[src/rtl/htsig_crc_pkg.sv]
package htsig_crc_pkg;
  localparam int unsigned DATA_BITS = 34;
  localparam int unsigned CRC_BITS  = 8;
  localparam int unsigned TAIL_BITS = 6;
  localparam int unsigned FIELD_BITS = DATA_BITS + CRC_BITS + TAIL_BITS;
  localparam int unsigned CNT_W = $clog2(FIELD_BITS + 1);

  typedef enum logic [1:0] {
    PH_DATA  = 2'd0,
    PH_CHECK = 2'd1,
    PH_TAIL  = 2'd2
  } phase_e;
endpackage

[src/rtl/htsig_field_seq.sv]
module htsig_field_seq #(
  parameter int unsigned DATA_BITS = 34,
  parameter int unsigned CRC_BITS  = 8,
  parameter int unsigned TAIL_BITS = 6,
  localparam int unsigned FIELD_BITS = DATA_BITS + CRC_BITS + TAIL_BITS,
  localparam int unsigned CNT_W = $clog2(FIELD_BITS + 1),
  localparam int unsigned IDX_W = (CRC_BITS > 1) ? $clog2(CRC_BITS) : 1
) (
  input  logic                      clk_i,
  input  logic                      rst_ni,
  input  logic                      start_i,
  input  logic                      bit_valid_i,
  output logic                      take_o,
  output logic                      last_o,
  output htsig_crc_pkg::phase_e     phase_o,
  output logic [CNT_W-1:0]          pos_o,
  output logic [IDX_W-1:0]          chk_idx_o
);
  import htsig_crc_pkg::*;

  localparam logic [CNT_W-1:0] LastPos  = CNT_W'(FIELD_BITS - 1);
  localparam logic [CNT_W-1:0] CheckPos = CNT_W'(DATA_BITS);
  localparam logic [CNT_W-1:0] TailPos  = CNT_W'(DATA_BITS + CRC_BITS);

  logic             active_q;
  logic [CNT_W-1:0] cnt_q;
  logic             open_w;
  logic [CNT_W-1:0] pos_w;
  logic [CNT_W-1:0] rel_w;

  // a start in this cycle opens the field before the bit is taken
  assign open_w = start_i | active_q;
  assign pos_w  = start_i ? '0 : cnt_q;
  assign take_o = open_w & bit_valid_i;
  assign last_o = take_o & (pos_w == LastPos);
  assign pos_o  = pos_w;
  assign rel_w  = pos_w - CheckPos;
  assign chk_idx_o = rel_w[IDX_W-1:0];

  always_comb begin
    if (pos_w < CheckPos)     phase_o = PH_DATA;
    else if (pos_w < TailPos) phase_o = PH_CHECK;
    else                      phase_o = PH_TAIL;
  end

  always_ff @(posedge clk_i or negedge rst_ni) begin
    if (!rst_ni) begin
      active_q <= 1'b0;
      cnt_q    <= '0;
    end else if (take_o) begin
      active_q <= ~last_o;
      cnt_q    <= last_o ? '0 : pos_w + CNT_W'(1);
    end else if (start_i) begin
      active_q <= 1'b1;
      cnt_q    <= '0;
    end
  end
endmodule

[src/rtl/htsig_crc_lfsr.sv]
module htsig_crc_lfsr #(
  parameter int unsigned      CRC_BITS  = 8,
  parameter logic [CRC_BITS-1:0] FB_MASK = 8'h07
) (
  input  logic                clk_i,
  input  logic                rst_ni,
  input  logic                init_i,
  input  logic                shift_i,
  input  logic                bit_i,
  output logic [CRC_BITS-1:0] crc_o
);
  logic [CRC_BITS-1:0] crc_q;
  logic [CRC_BITS-1:0] base_w;
  logic [CRC_BITS-1:0] step_w;
  logic                fb_w;

  assign base_w = init_i ? '1 : crc_q;
  assign fb_w   = base_w[CRC_BITS-1] ^ bit_i;

  // Galois form: shift up, feedback into stages selected by FB_MASK
  for (genvar k = 0; k < CRC_BITS; k++) begin : g_stage
    if (k == 0) begin : g_lsb
      assign step_w[k] = FB_MASK[k] & fb_w;
    end else begin : g_up
      assign step_w[k] = base_w[k-1] ^ (FB_MASK[k] & fb_w);
    end
  end

  always_ff @(posedge clk_i or negedge rst_ni) begin
    if (!rst_ni)      crc_q <= '1;
    else if (shift_i) crc_q <= step_w;
    else              crc_q <= base_w;
  end

  assign crc_o = crc_q;
endmodule

[src/rtl/htsig_crc_check.sv]
module htsig_crc_check #(
  parameter int unsigned DATA_BITS = htsig_crc_pkg::DATA_BITS,
  parameter int unsigned CRC_BITS  = htsig_crc_pkg::CRC_BITS,
  parameter int unsigned TAIL_BITS = htsig_crc_pkg::TAIL_BITS,
  parameter logic [CRC_BITS-1:0] FB_MASK = 8'h07
) (
  input  logic                 clk_i,
  input  logic                 rst_ni,
  input  logic                 start_i,
  input  logic                 bit_valid_i,
  input  logic                 bit_i,
  output logic                 done_o,
  output logic                 crc_ok_o,
  output logic                 tail_ok_o,
  output logic [DATA_BITS-1:0] field_o
);
  import htsig_crc_pkg::*;

  localparam int unsigned FIELD_BITS = DATA_BITS + CRC_BITS + TAIL_BITS;
  localparam int unsigned CNT_W = $clog2(FIELD_BITS + 1);
  localparam int unsigned IDX_W = (CRC_BITS > 1) ? $clog2(CRC_BITS) : 1;

  logic             take_w;
  logic             last_w;
  phase_e           phase_w;
  logic [CNT_W-1:0] pos_w;
  logic [IDX_W-1:0] chk_idx_w;
  logic [CRC_BITS-1:0] crc_w;

  logic                 crc_err_q;
  logic                 tail_err_q;
  logic [DATA_BITS-1:0] data_q;
  logic                 chk_bad_w;
  logic                 tail_bad_w;

  htsig_field_seq #(
    .DATA_BITS (DATA_BITS),
    .CRC_BITS  (CRC_BITS),
    .TAIL_BITS (TAIL_BITS)
  ) u_seq (
    .clk_i       (clk_i),
    .rst_ni      (rst_ni),
    .start_i     (start_i),
    .bit_valid_i (bit_valid_i),
    .take_o      (take_w),
    .last_o      (last_w),
    .phase_o     (phase_w),
    .pos_o       (pos_w),
    .chk_idx_o   (chk_idx_w)
  );

  htsig_crc_lfsr #(
    .CRC_BITS (CRC_BITS),
    .FB_MASK  (FB_MASK)
  ) u_lfsr (
    .clk_i   (clk_i),
    .rst_ni  (rst_ni),
    .init_i  (start_i),
    .shift_i (take_w && phase_w == PH_DATA),
    .bit_i   (bit_i),
    .crc_o   (crc_w)
  );

  // received check bit must equal inverted stage, top stage first
  assign chk_bad_w  = take_w && phase_w == PH_CHECK &&
                      (bit_i == crc_w[IDX_W'(CRC_BITS-1) - chk_idx_w]);
  assign tail_bad_w = take_w && phase_w == PH_TAIL && bit_i;

  always_ff @(posedge clk_i or negedge rst_ni) begin
    if (!rst_ni) begin
      crc_err_q  <= 1'b0;
      tail_err_q <= 1'b0;
      data_q     <= '0;
      done_o     <= 1'b0;
      crc_ok_o   <= 1'b0;
      tail_ok_o  <= 1'b0;
      field_o    <= '0;
    end else begin
      done_o <= last_w;
      if (start_i) begin
        crc_err_q  <= chk_bad_w;
        tail_err_q <= tail_bad_w;
        crc_ok_o   <= 1'b0;
        tail_ok_o  <= 1'b0;
      end else begin
        crc_err_q  <= crc_err_q | chk_bad_w;
        tail_err_q <= tail_err_q | tail_bad_w;
      end
      if (take_w && phase_w == PH_DATA)
        data_q[pos_w[$clog2(DATA_BITS)-1:0]] <= bit_i;
      if (last_w) begin
        crc_ok_o  <= ~(crc_err_q | chk_bad_w);
        tail_ok_o <= ~(tail_err_q | tail_bad_w);
        field_o   <= data_q;
      end
    end
  end
endmodule

[config.mk]
export PLATFORM = sky130hd
export DESIGN_NAME = htsig_crc_check
export DESIGN_NICKNAME = d
export VERILOG_FILES = /design/src/rtl/htsig_crc_pkg.sv /design/src/rtl/htsig_field_seq.sv /design/src/rtl/htsig_crc_lfsr.sv /design/src/rtl/htsig_crc_check.sv
export SDC_FILE = /design/constraint.sdc
export NUM_CORES = 1
export LEC_CHECK = 0
export BUFFER_PORTS_ARGS = -buffer_cell sky130_fd_sc_hd__buf_2
export CAP_MARGIN = 20
export CORE_MARGIN = 2
export CORE_UTILIZATION = 25
export DETAILED_ROUTE_END_ITERATION = 8
export GPL_TIMING_DRIVEN = 0
export PLACE_DENSITY = 0.45
export RECOVER_POWER = 100
export SETUP_SLACK_MARGIN = 0.4
export SLEW_MARGIN = 20
export SYNTH_ARGS = -nofsm -noshare
export SYNTH_HDL_FRONTEND = slang
export SYNTH_SLANG_ARGS = --single-unit
[constraint.sdc]
create_clock -name clk_i -period 3.5 [get_ports clk_i]
set_input_delay 0.7 -clock clk_i [delete_from_list [all_inputs] [get_ports clk_i]]
set_output_delay 0.7 -clock clk_i [all_outputs]
set_load 0.02 [all_outputs]
==> results.cfg <==
[power_and_ir_drop]
p_per_area_nw_per_um2 = 476
peakVddDrop_mv = 0.230
power_leakage_uw = 0.00222
p_total_uw = 2210

[die]
io_pins = 42
rows = 45
die_w_um = 130
core_um2 = 15300
initial_core_util = 0.257
fp.dieH_um = 130
die_area_um2 = 16800

[logic_synthesis]
synth_top_area_share = 0.508
synth_compound_area_frac = 0.0416
avgSynthCellArea_um2 = 10.0
netlist_top_cells_count = nand2_1, dfrtp_1, nor2_1, mux2_2, nand3_1
synth_adder_area_share = 0.00952
synth_top_area_cell = dfrtp_1
async_flop_share = 1.00
synth_mux_area_frac = 0.103
yosysWarnings = 0
ys_seq_area_frac = 0.561
synth.net_count = 401
synth-seq-cells = 88
synth_cells = 393
synthDistinctLibCells = 46
synth-edff-count = 0
synthFlopType = dfrtp_1
synth_top_family_by_area = simple AND/OR/NAND/NOR gates
netlist_area_um2 = 3940
yosys-top-cells-area = dfrtp_1, nand2_1, mux2_2, dfstp_2, nor2_1
synthSimpleGateAreaFrac = 0.226
synth_xor_area_frac = 0.0156
yosysMostFrequentCell = nand2_1

[place]
port-buffer-count = 40
dp_hpwl_um = 6500
gp_congestion = 0.806

[sta]
fmax_ghz = 0.343
period_minus_slack_ns = 2.92
worst_slew_pin_slew_ns = 2.30
finalCritPeriodShare = 0.833
tns_ns = 0
relSlewSlack = -0.536
setup-violations-final = 0
finalHoldViolations = 0
report.final.slew_viol_count = 40
rsz0062_at_grt = no
skew_ns = 0.00546

[layout]
n_fill_cell = 1675
final_util = 0.303
drive_gt1_frac = 0.156
insertedDiodeCount = 0
fin_nets = 453
syn2layout_area_growth_pct = 17.6

[worst_setup_path]
cp_data_arrival_time_ns = 3.15
worst-path-buf-inv = 8
reg2reg_setup_slack_ns = 0.66
r2r_end = data_q[22]$_DFFE_PN0P_
required_ns = 3.73
cp_common_cell = nand2_1
worstSetupEndpointType = register
rr_startpoint = u_seq.cnt_q[3]$_DFF_PN0_
critical-path-max-stage-delay_ns = 0.43
worst_setup_path_start_kind = input port
path_max_fanout = 10
crit_chain = clkbuf_1, buf_4, clkbuf_1, inv_1, nand2_1, inv_1, ha_1, and4_1, nand2_1, or3_1, buf_2, clkinv_2, clkbuf_2, nand2_1, nand2_1
rr_worst_depth = 5
cp_top_family = buffers and inverters
critPathKind = input port to register
cp_slowest_cell = clkbuf_1

[cts]
clk_path_buf_depth = 2
cts.sinks = 88
cts_buffers = 9
h-tree-depth = 3
cts_resized = 0
hold_buffers = 0
cts_setup_buffers = 0
insertion_delay_ns = 0.34
clk_pin_slew_ns = 0.06
cts_tree = yes
root_buffer = clkbuf_16

[outcome]
violations = max-capacitance violations, max-slew violations
outcome = complete, but fails checks

[routing]
drt_iter0_drc = 132
ant_nets = 0
drc = 0
wl_met2_um = 4220
drt_first_pass_iters = 4
wl_um = 9490
via_per_inst = 4.33
wl_met3_um = 425
routedWlPerCell_um = 14.4
vias = 2859
top_layer_used = met4
wl_met1_um = 4600

[grt]
overflow = 0
antenna_found_initial = 0
grt_pass1_vias = 3030
grt_max_degree = 50
grt_usage = 0.122
grt_pass1_wl_um = 15700

[hold_path]
min_to = field_o[21]$_DFFE_PN0N_
hold_class = register to register
worst_hold_startpoint = data_q[21]$_DFFE_PN0P_
hold-path-cell-count = 2

[flow_run]
drv_cap = 1
placed cells by master (no fill, tap or decap), types with 2 or more instances in the layout:
cell	instances
a21oi_1	4
buf_2	7
buf_4	2
buf_6	4
clkbuf_1	51
clkbuf_16	9
clkbuf_8	2
clkinv_2	2
dfrtp_1	80
dfstp_2	8
ha_1	3
inv_1	5
mux2_1	6
mux2_2	30
nand2_1	122
nand2b_1	4
nand3_1	17
nand4_1	2
nor2_1	44
nor3_1	6
nor4_1	3
o21a_1	2
o21ai_0	3
o21ai_1	2
o22ai_1	2
o32ai_1	3
or3_1	2
xnor2_1	6
final cells by class:
cell class	instances	area, µm²	share of cell area
clock buffer	12	256	0.0553
inverter	6	23.8	0.00513
buffer	24	136	0.0294
clock inverter	4	51.3	0.0111
tap	211	264	0.0569
timing repair buffer	41	179	0.0386
sequential	88	2210	0.477
multi-input combinational	275	1510	0.326
power by group:
group | switching [µW] | total [µW] | internal, µW | leakage, µW
clock network | 398 | 991 | 594 | 0.000149
logic | 88.5 | 142 | 53.6 | 0.000882
registers | 20.6 | 1070 | 1050 | 0.00119
total | 507 | 2210 | 1700 | 0.00222
metrics by stage:
stage | cell area (µm²) | std cells | worst slack, ns | hold WS (ns)
after floorplan | 3940 | 393 | 0.897 | 0.404
after global placement | 4410 | 644 | 0.377 | 0.447
after detailed placement | 4440 | 645 | 0.365 | 0.455
after CTS | 4750 | 661 | 0.724 | 0.279
after global routing | 4640 | 661 | 0.249 | 0.499
final | 4640 | 661 | 0.584 | 0.463
tightest hold or removal path, cell delays in order, from the launching register on:
cell     delay [ns]
dfrtp_1        0.34
nand2_1        0.05
nand2_1        0.05
flip-flops by register name (all words and copies together) (netlist names):
name            count
u_seq.cnt_q         6
done_o              1
field_o            34
crc_err_q           1
u_lfsr.crc_o        8
data_q             34
tail_ok_o           1
tail_err_q          1
crc_ok_o            1
u_seq.active_q      1
worst max path at each step:
| stage | startpoint | to | slack (ns) | cells past startpoint |
|---|---|---|---|---|
| finish | start_i | field_o[25]$_DFFE_PN0N_ | 0.58 | 15 |
| global route | start_i | field_o[25]$_DFFE_PN0N_ | 0.25 | 15 |
| CTS | start_i | field_o[9]$_DFFE_PN0N_ | 0.72 | 15 |
| detailed placement | start_i | field_o[25]$_DFFE_PN0N_ | 0.37 | 15 |
| global placement | start_i | field_o[25]$_DFFE_PN0N_ | 0.38 | 15 |
| floorplan | start_i | field_o[23]$_DFFE_PN0N_ | 0.90 | 14 |
layer usage:
layer / vias to the layer above / track usage
met5: - / 0
met2: 59 / 0.188
met1: 1394 / 0.163
met4: 0 / 0.0658
met3: 14 / 0.0215
li1: 1392 / -
cells by family (layout without fill, tap and decap cells):
family,count (synthesis),in the layout
AND/OR/NAND/NOR,207,207
flip-flops,88,88
multiplexers,36,36
buffers and inverters,30,87
adder cells (fa/ha/maj),3,3
XOR/XNOR,7,7
AO/OA/AOI/OAI,22,22
No activity file was read; power rests on OpenSTA's default activity.
